File: src/rtl/iq_fourier_pkg.sv
// Package iq_fourier_pkg
// Shared phase type and width arithmetic for the quadrature accumulator.
// Assumes all widths are positive and the product is at least as wide as
// the visible field plus the hidden fraction bits, minus the guard bits.
package iq_fourier_pkg;

    typedef enum logic [1:0] {
        PH_POS_I = 2'd0,
        PH_POS_Q = 2'd1,
        PH_NEG_I = 2'd2,
        PH_NEG_Q = 2'd3
    } phase_e;

    // Right shift applied to each raw product before accumulation.
    function automatic int product_shift(input int ref_w, input int sig_w,
                                         input int guard_w, input int out_w,
                                         input int frac_w);
        return ref_w + sig_w + guard_w - out_w - frac_w;
    endfunction

endpackage

File: src/rtl/iq_phase_ctr.sv
// Module iq_phase_ctr
// Tracks the position inside the I, Q, -I, -Q group.
// Assumes the stream source holds step_en high for whole groups of four.
module iq_phase_ctr
    import iq_fourier_pkg::*;
(
    input  logic   clk,
    input  logic   rst_n,
    input  logic   step_en,
    output phase_e phase
);

    // Advance the phase modulo four on each step, clear on reset.
    always_ff @(posedge clk) begin
        if (!rst_n)
            phase <= PH_POS_I;
        else if (step_en)
            phase <= phase_e'(phase + 2'd1);
    end

endmodule

File: src/rtl/iq_prod_scale.sv
// Module iq_prod_scale
// Signed multiply of a reference sample by the signal sample, followed by
// a floor (arithmetic) right shift into the accumulator width.
// Assumes SHIFT >= 0 and ACC_W == REF_W+SIG_W+GUARD_W-SHIFT.
module iq_prod_scale #(
    parameter int REF_W   = 11,
    parameter int SIG_W   = 16,
    parameter int GUARD_W = 6,
    parameter int SHIFT   = 17,
    parameter int ACC_W   = 16
) (
    input  logic [REF_W-1:0]        ref_s,
    input  logic [SIG_W-1:0]        sig_s,
    output logic signed [ACC_W-1:0] scaled
);

    localparam int PROD_W = REF_W + SIG_W;
    localparam int EXT_W  = PROD_W + GUARD_W;

    logic signed [PROD_W-1:0] prod;
    logic signed [EXT_W-1:0]  prod_ext;

    // Full-precision signed product.
    always_comb prod = $signed(ref_s) * $signed(sig_s);

    // Sign-extend into the guard bits; a zero-guard build skips the extension.
    generate
        if (GUARD_W > 0) begin : g_guard
            always_comb prod_ext = {{GUARD_W{prod[PROD_W-1]}}, prod};
        end else begin : g_no_guard
            always_comb prod_ext = prod;
        end
    endgenerate

    // Dropping the low SHIFT bits is a floor division by 2**SHIFT.
    always_comb scaled = prod_ext[EXT_W-1:SHIFT];

endmodule

File: src/rtl/iq_integrator.sv
// Module iq_integrator
// One wrapping signed integral; adds the scaled product when add_en is set.
// Assumes the addend already has the accumulator width.
module iq_integrator #(
    parameter int ACC_W = 16
) (
    input  logic             clk,
    input  logic             rst_n,
    input  logic             add_en,
    input  logic [ACC_W-1:0] addend,
    output logic [ACC_W-1:0] total
);

    // Integrate modulo 2**ACC_W, clear on reset.
    always_ff @(posedge clk) begin
        if (!rst_n)
            total <= '0;
        else if (add_en)
            total <= total + addend;
    end

endmodule

File: src/rtl/iq_fourier_acc.sv
// Module iq_fourier_acc
// Quadrature Fourier accumulator: multiplies the signal stream by a direct
// and a 90-degree reference, routes each product by stream phase into
// I-paired or Q-paired integrals, and shows the upper part of each.
// Assumes step_en spans whole groups of four samples per integration and
// acc_en is only meaningful together with step_en.
module iq_fourier_acc
    import iq_fourier_pkg::*;
#(
    parameter int REF_W   = 11,
    parameter int SIG_W   = 16,
    parameter int OUT_W   = 13,
    parameter int GUARD_W = 6,
    parameter int FRAC_W  = 3
) (
    input  logic               clk,
    input  logic               rst_n,
    input  logic               step_en,
    input  logic               acc_en,
    input  logic [REF_W-1:0]   ref_dir,
    input  logic [REF_W-1:0]   ref_quad,
    input  logic [SIG_W-1:0]   sig_in,
    output logic [4*OUT_W-1:0] integrals
);

    localparam int ACC_W = OUT_W + FRAC_W;
    localparam int SHIFT = product_shift(REF_W, SIG_W, GUARD_W, OUT_W, FRAC_W);
    localparam int N_REF = 2;
    localparam int N_ACC = 2 * N_REF;

    generate
        if (SHIFT < 0) begin : g_bad_widths
            $error("iq_fourier_acc: product narrower than accumulator");
        end
    endgenerate

    phase_e             phase_q;
    logic               acc_go;
    logic [REF_W-1:0]   ref_sel [N_REF];
    logic [ACC_W-1:0]   scaled  [N_REF];
    logic [ACC_W-1:0]   total   [N_ACC];

    // Accumulation happens only on stepped cycles.
    always_comb acc_go = step_en & acc_en;

    // Reference index 0 is direct, 1 is the 90-degree input.
    always_comb begin
        ref_sel[0] = ref_dir;
        ref_sel[1] = ref_quad;
    end

    iq_phase_ctr u_phase (
        .clk     (clk),
        .rst_n   (rst_n),
        .step_en (step_en),
        .phase   (phase_q)
    );

    genvar r, k;
    generate
        for (r = 0; r < N_REF; r++) begin : g_ref
            iq_prod_scale #(
                .REF_W   (REF_W),
                .SIG_W   (SIG_W),
                .GUARD_W (GUARD_W),
                .SHIFT   (SHIFT),
                .ACC_W   (ACC_W)
            ) u_scale (
                .ref_s  (ref_sel[r]),
                .sig_s  (sig_in),
                .scaled (scaled[r])
            );
        end

        // Integral k: reference k/2, odd k takes the Q phases.
        for (k = 0; k < N_ACC; k++) begin : g_acc
            logic add_en;

            // Route by the phase LSB: even phases feed I, odd phases feed Q.
            always_comb add_en = acc_go & (phase_q[0] == k[0]);

            iq_integrator #(.ACC_W(ACC_W)) u_int (
                .clk    (clk),
                .rst_n  (rst_n),
                .add_en (add_en),
                .addend (scaled[k / 2]),
                .total  (total[k])
            );

            // Drop the hidden fraction bits on the way out.
            always_comb integrals[k*OUT_W +: OUT_W] = total[k][ACC_W-1:FRAC_W];
        end
    endgenerate

endmodule

File: config.mk
export PLATFORM = sky130hd
export DESIGN_NAME = iq_fourier_acc
export DESIGN_NICKNAME = d
export VERILOG_FILES = /design/src/rtl/iq_fourier_pkg.sv /design/src/rtl/iq_phase_ctr.sv /design/src/rtl/iq_prod_scale.sv /design/src/rtl/iq_integrator.sv /design/src/rtl/iq_fourier_acc.sv
export SDC_FILE = /design/constraint.sdc
export NUM_CORES = 1
export LEC_CHECK = 0
export BUFFER_PORTS_ARGS = -buffer_cell sky130_fd_sc_hd__buf_4
export CAP_MARGIN = 30
export CELL_PAD_IN_SITES_DETAIL_PLACEMENT = 1
export CELL_PAD_IN_SITES_GLOBAL_PLACEMENT = 2
export CORE_UTILIZATION = 31
export CTS_BUF_LIST = sky130_fd_sc_hd__clkbuf_4
export DETAILED_ROUTE_END_ITERATION = 10
export GPL_TIMING_DRIVEN = 0
export PLACE_DENSITY = 0.74
export SLEW_MARGIN = 30
export SYNTH_ARGS = -nofsm -noshare
export SYNTH_HDL_FRONTEND = slang
export SYNTH_SLANG_ARGS = --single-unit
export TNS_END_PERCENT = 50
File: constraint.sdc
create_clock -name clk -period 8.6 [get_ports clk]
set_input_delay 1.72 -clock clk [delete_from_list [all_inputs] [get_ports clk]]
set_output_delay 1.72 -clock clk [all_outputs]
set_load 0.05 [all_outputs]
==> results of run 1 <==
## repair_timing
item | in CTS | in global routing
pin swaps | 9 | 34
hold buffers | 0 | 0
setup endpoints to repair | 28 | 26
buffers inserted | 5 | 11
resized for setup | 75 | 139
## final cells by class
type | count | area (um^2) | share of cell area (%)
Sequential cell | 65 | 1300 | 6.57
Buffer | 121 | 833 | 4.21
Inverter | 384 | 1440 | 7.28
Tap cell | 748 | 936 | 4.73
Timing Repair Buffer | 108 | 843 | 4.26
Antenna cell | 2 | 5.00 | 0.0253
Multi-Input combinational cell | 1427 | 14300 | 72.3
Clock buffer | 9 | 67.6 | 0.341
Clock inverter | 7 | 61.3 | 0.310
## flip-flops by register name (all words and copies together), names as in the netlist
| register | flops |
|---|---|
| g_acc.u_int.total | 64 |
| u_phase.phase | 1 |
## routing by layer
metal / share of wire, % / GRT usage [%] / vias up
li1: - / - / 6345
met1: 43 / 22.9 / 6938
met2: 52 / 34.0 / 206
met3: 3.2 / 1.80 / 46
met4: 1.9 / 4.23 / 6
met5: 0.078 / 0 / -
## logic make-up after synthesis
group / synth area share [%]
compound gates: 9.33
xor+xnor: 3.76
fa+ha+maj: 50.0
buf+inv: 12.1
flops: 7.51
mux: 0.173
simple gates: 17.1
## cells in the mapped netlist (7+ instances only)
| library cell | instances |
|---|---|
| nand3_1 | 19 |
| clkbuf_1 | 68 |
| fa_1 | 324 |
| dfxtp_1 | 65 |
| a21boi_0 | 30 |
| nand2b_1 | 17 |
| and2_1 | 163 |
| ha_1 | 174 |
| inv_1 | 384 |
| nand2_1 | 273 |
| xor2_1 | 31 |
| o21bai_1 | 7 |
| nand3b_1 | 13 |
| or2_2 | 8 |
| a21oi_1 | 49 |
| nor3_1 | 20 |
| buf_4 | 52 |
| o21a_1 | 14 |
| a21o_1 | 30 |
| and3_1 | 20 |
| xnor2_1 | 39 |
| o211ai_1 | 10 |
| a211oi_1 | 8 |
| o21ai_0 | 64 |
| nor2_1 | 53 |
## worst max-delay path, delay by kind of cell
kind                       cells  cell delay, ps
xor gates and xnor gates       1             140
buffers and inverters          7             660
and+or+nand+nor                4             750
AOI/OAI and AO/OA             14            2560
adders and majority gates      7            2960
## stage by stage
stage | setup WS (ps) | area (um^2)
after floorplan | 147 | 17300
after global placement | -1160 | 19000
after detailed placement | -1310 | 19000
after CTS | -47.3 | 19300
after global routing | -25.1 | 19800
final | 204 | 19800
## worst paths after layout
| check | start | endpoint | slack, ps | cells after the start |
|---|---|---|---|---|
| worst max-delay path | sig_in[4] | g_acc[2].u_int.total[15]$_SDFFE_PN0P_ | 200 | 33 |
| worst min-delay path | g_acc[2].u_int.total[2]$_SDFFE_PN0P_ | g_acc[2].u_int.total[2]$_SDFFE_PN0P_ | 490 | 2 |
| worst max register to register | g_acc[2].u_int.total[0]$_SDFFE_PN0P_ | g_acc[2].u_int.total[15]$_SDFFE_PN0P_ | 6000 | 11 |
| worst min register to register | g_acc[2].u_int.total[2]$_SDFFE_PN0P_ | g_acc[2].u_int.total[2]$_SDFFE_PN0P_ | 490 | 2 |
## cells in the final DEF, fill, tap and decap left out, drive strengths merged, types with 49 or more instances in the layout
cell type	netlist	layout
buf	56	186
and2	163	163
a21oi	49	49
nor2	53	53
fa	324	324
o21ai	68	68
clkbuf	68	52
dfxtp	65	65
ha	174	174
nand2	273	273
inv	384	384
==> Implementation_results.wiki, run 1 <==
{| class="wikitable"
! Metric !! Value
|-
| DRT iter0 DRCs || 494
|-
| Worst Path Max Fanout || 10
|-
| Aggregate global routing overflow || 0
|-
| # DRC || 0
|-
| Final hold violation count || 0
|-
| Net Count, Synth || 2540
|-
| Number of CTS-inserted buffers || 9
|-
| Slowest library cell on the worst path || fa_1
|-
| Post-synthesis sequential element count || 65
|-
| Min Hold Slack || 487 ps
|-
| Setup tns final || 0 ps
|-
| Number of synthesized flops with an enable pin || 0
|-
| Remaining antenna violation count after routing || 0
|-
| Total number of nets in the final design || approximately 2700
|-
| Total length of routed wires || 50.3 mm
|-
| Setup violations, final || 0
|-
| First-pass GRT wire length || 81.0 mm
|-
| Synth Flop Type || dfxtp_1
|-
| Startpoint type of the worst setup path || input port
|-
| Core region area || 55200 um^2
|-
| Post-route fraction of the period consumed by the critical path || a little over nine tenths
|-
| Clock Skews || roughly 22 ps
|-
| Later-pin clock latency in the skew report || 490 ps
|-
| FFs w/ async S/R, synth || 0%
|-
| Main area contributors after synthesis || fa_1, ha_1, inv_1
|-
| Maximum number of buffers from clock root to sink || 2
|-
| Cell repeated most along the worst path || a21o_1
|-
| Max Clock Freq || 0.119 GHz
|-
| Die H || between 200 and 250 um
|-
| Initial antenna violation count || 4
|-
| Data required time at the worst endpoint || 8990 ps
|-
| Detailed-route wire length per cell || 17.5 um
|-
| Crit. End Element || flop
|-
| Hold Crit Class || reg2reg
|-
| Via count || approximately 14000
|-
| Run status || finished clean
|-
| Relative max-transition margin || 41.6%
|-
| Pin count of the biggest net entering global routing || 17
|-
| Port Buffer Count || 92
|-
| Final Max Tran Viols || 0
|-
| Synthesized instance count || 2000
|-
| Post-synth top area share || 37.4%
|-
| Mapped Area || ~17000 um^2
|-
| Synth Area per Inst || around 8.7 um^2
|-
| Critical Path Max Stage Delay || roughly 550 ps
|-
| Arrival time at the worst endpoint || 8780 ps
|-
| Number of global-route vias before repair || 15195
|-
| Placement row count || 86
|-
| Clock transition at the registers of the reported paths || ~140 ps
|-
| X dimension of the die || ~240 um
|-
| Count of different cell masters after synthesis || 55
|-
| Core utilization of the finished layout || 35.9%
|-
| Initial Util || 31.4%
|-
| Clock period minus final worst setup slack || 8400 ps
|-
| Number of sinks driven by the clock tree || 65
|-
| Placed cell count || 2840
|-
| Total number of yosys warnings || 0
|-
| Top-level I/O count || 94
|-
| CTS root buffer || clkbuf_4
|-
| Filler Cell Count || 6527
|-
| Area of the die || 56800 um^2
|-
| Mean number of vias per cell || 4.72
|-
| Critical setup path kind || in2reg
|-
| Detailed Routing Iterations Pass 1 || 4
|-
| Layout overhead on the synthesized area || 14.3%
|-
| Largest area contributor in the synthesized netlist || fa_1
|-
| Share of synthesized area occupied by flip-flops and latches || 7.51%
|-
| Post-route insts no fill || 2871
|-
| Clock tree from TritonCTS || built
|-
| Total global routing track utilization || between 10% and 20%
|-
| Maximum capacitance violations || 0
|-
| Slew at the pin closest to its max-slew limit || approximately 880 ps
|-
| Final GP Congestion || 0.847
|-
| Share of layout cells above drive strength 1 || 13.9%
|-
| Detailed Place HPWL || 42.8 mm
|-
| H-Tree Depth || 3
|}
Power of run 1 is left out: the tool's default activity adds up to more than one toggle a clock period on the data nets, which glitch-free logic cannot reach.
==> run 2, diff against run 1 <==
Settings changed: CELL_PAD_IN_SITES_GLOBAL_PLACEMENT 2 to 1, PLACE_DENSITY 0.74 to 0.63.
==> run 2 against run 1 <==
  * First-iteration DRC count down 8.1%
  * Critical endpoint unchanged
  * Die area unchanged
  * Fmax up 0.12%
  * Critical path depth down 4
  * Critical path type unchanged
==> Implementation_results.wiki, run 2 (same netlist as run 1, synthesis figures left out) <==
{| class="wikitable"
! Metric !! Value
|-
| Biggest regs || g_acc.u_int.total x64, u_phase.phase x1
|-
| Clock period minus final worst setup slack || 8390 ps
|-
| Top-level I/O count || 94
|-
| Worst Path Max Fanout || 10
|-
| Detailed Place HPWL || 42.0 mm
|-
| Critical Path Max Stage Delay || between 500 and 600 ps
|-
| Post-Place Setup Slack || -1390 ps
|-
| Final GP Congestion || 0.866
|-
| Setup slack after layout || ~210 ps
|-
| Register containing the most flip-flops in the final layout || g_acc.u_int.total
|-
| # DRC || 0
|-
| Startpoint type of the worst setup path || input port
|-
| Remaining antenna violation count after routing || 0
|-
| Highest-count cells in the layout ignoring fill and taps || inv_1, fa_1, nand2_1
|-
| Critical setup path kind || in2reg
|-
| Clock transition at the registers of the reported paths || approximately 120 ps
|-
| Most frequent standard cell in the layout excluding fill and tap cells || inv_1
|-
| Post-route insts no fill || 2876
|-
| Detailed Routing Iterations Pass 1 || 7
|-
| Hold Crit Class || reg2reg
|-
| Number of global-route vias before repair || 15191
|-
| X dimension of the die || 238 um
|-
| Instance area after placement || 19000 um^2
|-
| Clock Skews || 15.6 ps
|-
| Clock tree from TritonCTS || built
|-
| Via count || 13557
|-
| Crit. End Element || flop
|-
| Slew at the pin closest to its max-slew limit || 833 ps
|-
| Cell area after layout || ~20000 um^2
|-
| Total number of nets in the final design || ~2700
|-
| Placement row count || 86
|-
| Relative max-transition margin || between 40% and 50%
|-
| Maximum capacitance violations || 0
|-
| Layout overhead on the synthesized area || 14.3%
|-
| Die H || 238 um
|-
| Setup violations, final || 0
|-
| DRT iter0 DRCs || 454
|-
| Maximum number of buffers from clock root to sink || 2
|-
| Core region area || approximately 55000 um^2
|-
| Arrival time at the worst endpoint || 8760 ps
|-
| CTS root buffer || clkbuf_4
|-
| RSZ-0062 raised after global routing || yes
|-
| Placed cell count || between 2000 and 3000
|-
| Number of sinks driven by the clock tree || 65
|-
| Detailed-route wire length per cell || between 15 and 20 um
|-
| Port Buffer Count || 92
|-
| Number of CTS-inserted buffers || 9
|-
| Initial Util || 31.4%
|-
| Pin count of the biggest net entering global routing || 15
|-
| Share of layout cells above drive strength 1 || 13.7%
|-
| Max reg flops || 64
|-
| Post-route fraction of the period consumed by the critical path || 97.5%
|-
| Run status || finished clean
|-
| Cell repeated most along the worst path || fa_1
|-
| Max Clock Freq || 0.119 GHz
|-
| Final hold violation count || 0
|-
| Filler Cell Count || 6533
|-
| Total length of routed wires || 49.0 mm
|-
| Aggregate global routing overflow || 0
|-
| First-pass GRT wire length || 80.6 mm
|-
| Area of the die || 56800 um^2
|-
| Mean number of vias per cell || between 4 and 5
|-
| Total global routing track utilization || between 10% and 20%
|-
| Final Max Tran Viols || 0
|-
| H-Tree Depth || 3
|-
| Initial antenna violation count || 2
|-
| Slowest library cell on the worst path || fa_1
|-
| Later-pin clock latency in the skew report || 480 ps
|-
| Data required time at the worst endpoint || 8970 ps
|}
==> run 2: final timing paths <==
kind,depth (start not counted),to,startpoint,slack (ps)
setup / recovery,29,g_acc[2].u_int.total[15]$_SDFFE_PN0P_,sig_in[9],210
hold / removal,2,g_acc[0].u_int.total[0]$_SDFFE_PN0P_,g_acc[0].u_int.total[0]$_SDFFE_PN0P_,490
setup reg to reg,10,g_acc[2].u_int.total[15]$_SDFFE_PN0P_,g_acc[2].u_int.total[1]$_SDFFE_PN0P_,5970
hold reg to reg,2,g_acc[0].u_int.total[0]$_SDFFE_PN0P_,g_acc[0].u_int.total[0]$_SDFFE_PN0P_,490
==> run 2: cell type report <==
cell class	instances	area, um^2	share of cell area, %
Antenna cell	1	2.50	0.0126
Buffer	123	881	4.45
Clock buffer	12	90.1	0.455
Clock inverter	4	20.0	0.101
Inverter	384	1440	7.28
Multi-Input combinational cell	1427	14300	72.0
Sequential cell	65	1300	6.57
Tap cell	748	936	4.73
Timing Repair Buffer	112	870	4.39
==> run 2: metrics by stage <==
stage | util, % | hold slack (ps) | TNS [ps]
after global routing | 35.9 | 516 | -210
after floorplan | - | 445 | 0
after detailed placement | 34.3 | 470 | -26190
after CTS | 35.0 | 487 | -45.6
after global placement | 34.3 | 455 | -24290
final | 35.9 | 486 | 0
==> run 2: metal layers <==
layer  vias up  wire, um  share of wire [%]  global-route usage, %
li1       6372         -                  -                      -
met1      6904     21500                 44                   23.5
met2       230     24600                 50                   32.4
met3        49      1810                3.7                   1.76
met4         2      1040                2.1                   4.80
met5         -         9              0.018                      0
==> run 2: critical path, delay by kind of cell <==
family / cells / cell delay, ps
compound gates: 12 / 2300
xor+xnor: 1 / 260
simple gates: 5 / 930
fa+ha+maj: 7 / 3100
buf+inv: 4 / 450
==> run 2: what timing repair did <==
action	4_1_cts	5_1_grt
buffers inserted	5	15
hold buffers	0	0
pin swaps	9	42
gates resized for setup	74	151
setup endpoints to repair	27	25
Power of run 2 is left out for the same reason.
==> run 3, diff against run 2 <==
Settings changed: CTS_BUF_LIST sky130_fd_sc_hd__clkbuf_4 to sky130_fd_sc_hd__clkbuf_2 sky130_fd_sc_hd__clkbuf_4 sky130_fd_sc_hd__clkbuf_8, PLACE_DENSITY 0.63 to 0.61.
Clock period 8.6 ns to 9.5 ns, I/O delays scaled along.
==> run 3 against run 2 <==
  * Die area did not move
  * First-iteration DRC count rose by 1.1%
  * Final cell count fell by 1.0%
  * Largest cell class unchanged
  * Highest routed layer unchanged
==> Implementation_results.wiki, run 3 (same netlist as run 1, synthesis figures left out) <==
{| class="wikitable"
! Metric !! Value
|-
| Highest-count cells in the layout ignoring fill and taps || inv_1, fa_1, nand2_1
|-
| Storage cell area || 1300 um^2
|-
| Detailed Place HPWL || between 40 and 50 mm
|-
| Hold Crit Class || reg2reg
|-
| CTS root buffer || clkbuf_8
|-
| Post-Place Setup Slack || -601 ps
|-
| Relative max-transition margin || between 40% and 50%
|-
| Final Max Tran Viols || 0
|-
| Most frequent standard cell in the layout excluding fill and tap cells || inv_1
|-
| Share of layout cells above drive strength 1 || 10.5%
|-
| Max reg flops || 64
|-
| Filler Cell Count || roughly 6600
|-
| Worst setup path endpoint || g_acc[3].u_int.total[15]$_SDFFE_PN0P_
|-
| Max Clock Freq || approximately 0.11 GHz
|-
| Placement row count || 86
|-
| # DRC || 0
|-
| Slew at the pin closest to its max-slew limit || 844 ps
|-
| Final GP Congestion || ~0.87
|-
| Crit. End Element || flop
|-
| Worst Path Max Fanout || 10
|-
| Via count || 13517
|-
| Port Buffer Count || 92
|-
| Register containing the most flip-flops in the final layout || g_acc.u_int.total
|-
| Core region area || 55200 um^2
|-
| Startpoint type of the worst setup path || input port
|-
| Slowest library cell on the worst path || fa_1
|-
| Setup violations, final || 0
|-
| Detailed Routing Iterations Pass 1 || 7
|-
| Number of sinks driven by the clock tree || 65
|-
| Initial antenna violation count || 2
|-
| Post-route fraction of the period consumed by the critical path || 95.6%
|-
| Layout overhead on the synthesized area || 11.0%
|-
| Reg2Reg Launch Point || g_acc[1].u_int.total[0]$_SDFFE_PN0P_
|-
| Maximum capacitance violations || 0
|-
| Clock period minus final worst setup slack || just over 9000 ps
|-
| Maximum number of buffers from clock root to sink || 2
|-
| Area of the die || around 57000 um^2
|-
| Initial Util || 31.4%
|-
| Top-level I/O count || 94
|-
| Arrival time at the worst endpoint || 9370 ps
|-
| Total global routing track utilization || 18.3%
|-
| Number of CTS-inserted buffers || 9
|-
| Later-pin clock latency in the skew report || just under 400 ps
|-
| Number of cells traversed by the worst register-to-register path || 12
|-
| X dimension of the die || 238 um
|-
| Clock Skews || 7.02 ps
|-
| Setup slack after layout || between 400 and 500 ps
|-
| Critical register-to-register path endpoint || g_acc[1].u_int.total[14]$_SDFFE_PN0P_
|-
| Setup tns final || 0 ps
|-
| Mean number of vias per cell || between 4 and 5
|-
| Data required time at the worst endpoint || 9780 ps
|-
| Biggest regs || g_acc.u_int.total x64, u_phase.phase x1
|-
| Cell repeated most along the worst path || fa_1
|-
| RSZ-0062 raised after global routing || no
|-
| DRT iter0 DRCs || 459
|-
| Critical setup path kind || in2reg
|-
| Aggregate global routing overflow || 0
|-
| Clock transition at the registers of the reported paths || 80 ps
|-
| Detailed-route wire length per cell || 17.2 um
|-
| Die H || 238 um
|-
| Critical Path Max Stage Delay || around 520 ps
|-
| Source of the worst hold timing path || g_acc[1].u_int.total[0]$_SDFFE_PN0P_
|-
| Worst Setup SP || ref_quad[2]
|-
| Total length of routed wires || 49.1 mm
|-
| Final antenna diode count || 0
|-
| Area of the multi-input gates || roughly 14000 um^2
|-
| Reg-to-reg setup timing slack || around 6700 ps
|-
| Total number of nets in the final design || 2634
|-
| H-Tree Depth || 3
|-
| Pin count of the biggest net entering global routing || 17
|-
| Number of global-route vias before repair || 15111
|-
| Final hold violation count || 0
|-
| Remaining antenna violation count after routing || 0
|-
| Run status || finished clean
|-
| First-pass GRT wire length || 80.8 mm
|-
| Clock tree from TritonCTS || built
|}
==> run 3: cell count changes in the layout (fill, tap and decap cells not counted), sizes merged <==
cell / before / now
diode: 1 / 0
buf: 196 / 148
bufinv: 0 / 1
clkinvlp: 0 / 1
clkbuf: 51 / 69
==> run 3: final cells by class <==
class | instances | share of cell area [%]
Buffer | 114 | 3.44
Clock buffer | 10 | 0.716
Clock inverter | 6 | 0.299
Inverter | 384 | 7.50
Multi-Input combinational cell | 1427 | 72.8
Sequential cell | 65 | 6.77
Tap cell | 748 | 4.87
Timing Repair Buffer | 93 | 3.63
==> run 3: per-layer routing <==
layer | GRT usage [%] | up-vias | wire, um
li1 | - | 6294 | -
met5 | 0 | - | 9
met1 | 23.4 | 6960 | 21600
met2 | 32.7 | 216 | 24700
met4 | 4.80 | 2 | 962
met3 | 1.96 | 45 | 1800
==> run 3: how the worst min path moves through the flow <==
stage | to | slack (ps) | cells past startpoint
after detailed placement | g_acc[3].u_int.total[0]$_SDFFE_PN0P_ | 470 | 2
after floorplan | g_acc[0].u_int.total[2]$_SDFFE_PN0P_ | 450 | 2
after global placement | g_acc[3].u_int.total[2]$_SDFFE_PN0P_ | 460 | 2
final | g_acc[1].u_int.total[0]$_SDFFE_PN0P_ | 480 | 2
after global routing | g_acc[3].u_int.total[0]$_SDFFE_PN0P_ | 520 | 2
after CTS | g_acc[3].u_int.total[0]$_SDFFE_PN0P_ | 480 | 2
==> run 3: critical path: cells and delay by family <==
kind | cells | cell delay (ps)
buf+inv | 5 | 570
simple gates | 4 | 740
xor+xnor | 1 | 230
fa+ha+maj | 7 | 3110
compound gates | 14 | 2790
==> run 3: stage by stage <==
| step | std cells | area [um^2] | hold slack [ps] | util [%] |
|---|---|---|---|---|
| 3_3_place_gp | 2840 | 19000 | 457 | 34.3 |
| 2_1_floorplan | 2000 | 17300 | 445 | - |
| 6_report | 2847 | 19200 | 481 | 34.8 |
| 3_5_place_dp | 2840 | 19000 | 473 | 34.3 |
| 4_1_cts | 2852 | 19100 | 485 | 34.7 |
| 5_1_grt | 2847 | 19200 | 516 | 34.8 |
==> run 3: repair_timing <==
| action | 4_1_cts | 5_1_grt |
|---|---|---|
| buffers inserted | 0 | 1 |
| pin swaps | 0 | 3 |
| hold buffers | 0 | 0 |
| resized for setup | 5 | 67 |
| setup endpoints to repair | 2 | 22 |
Power of run 3 is left out for the same reason.
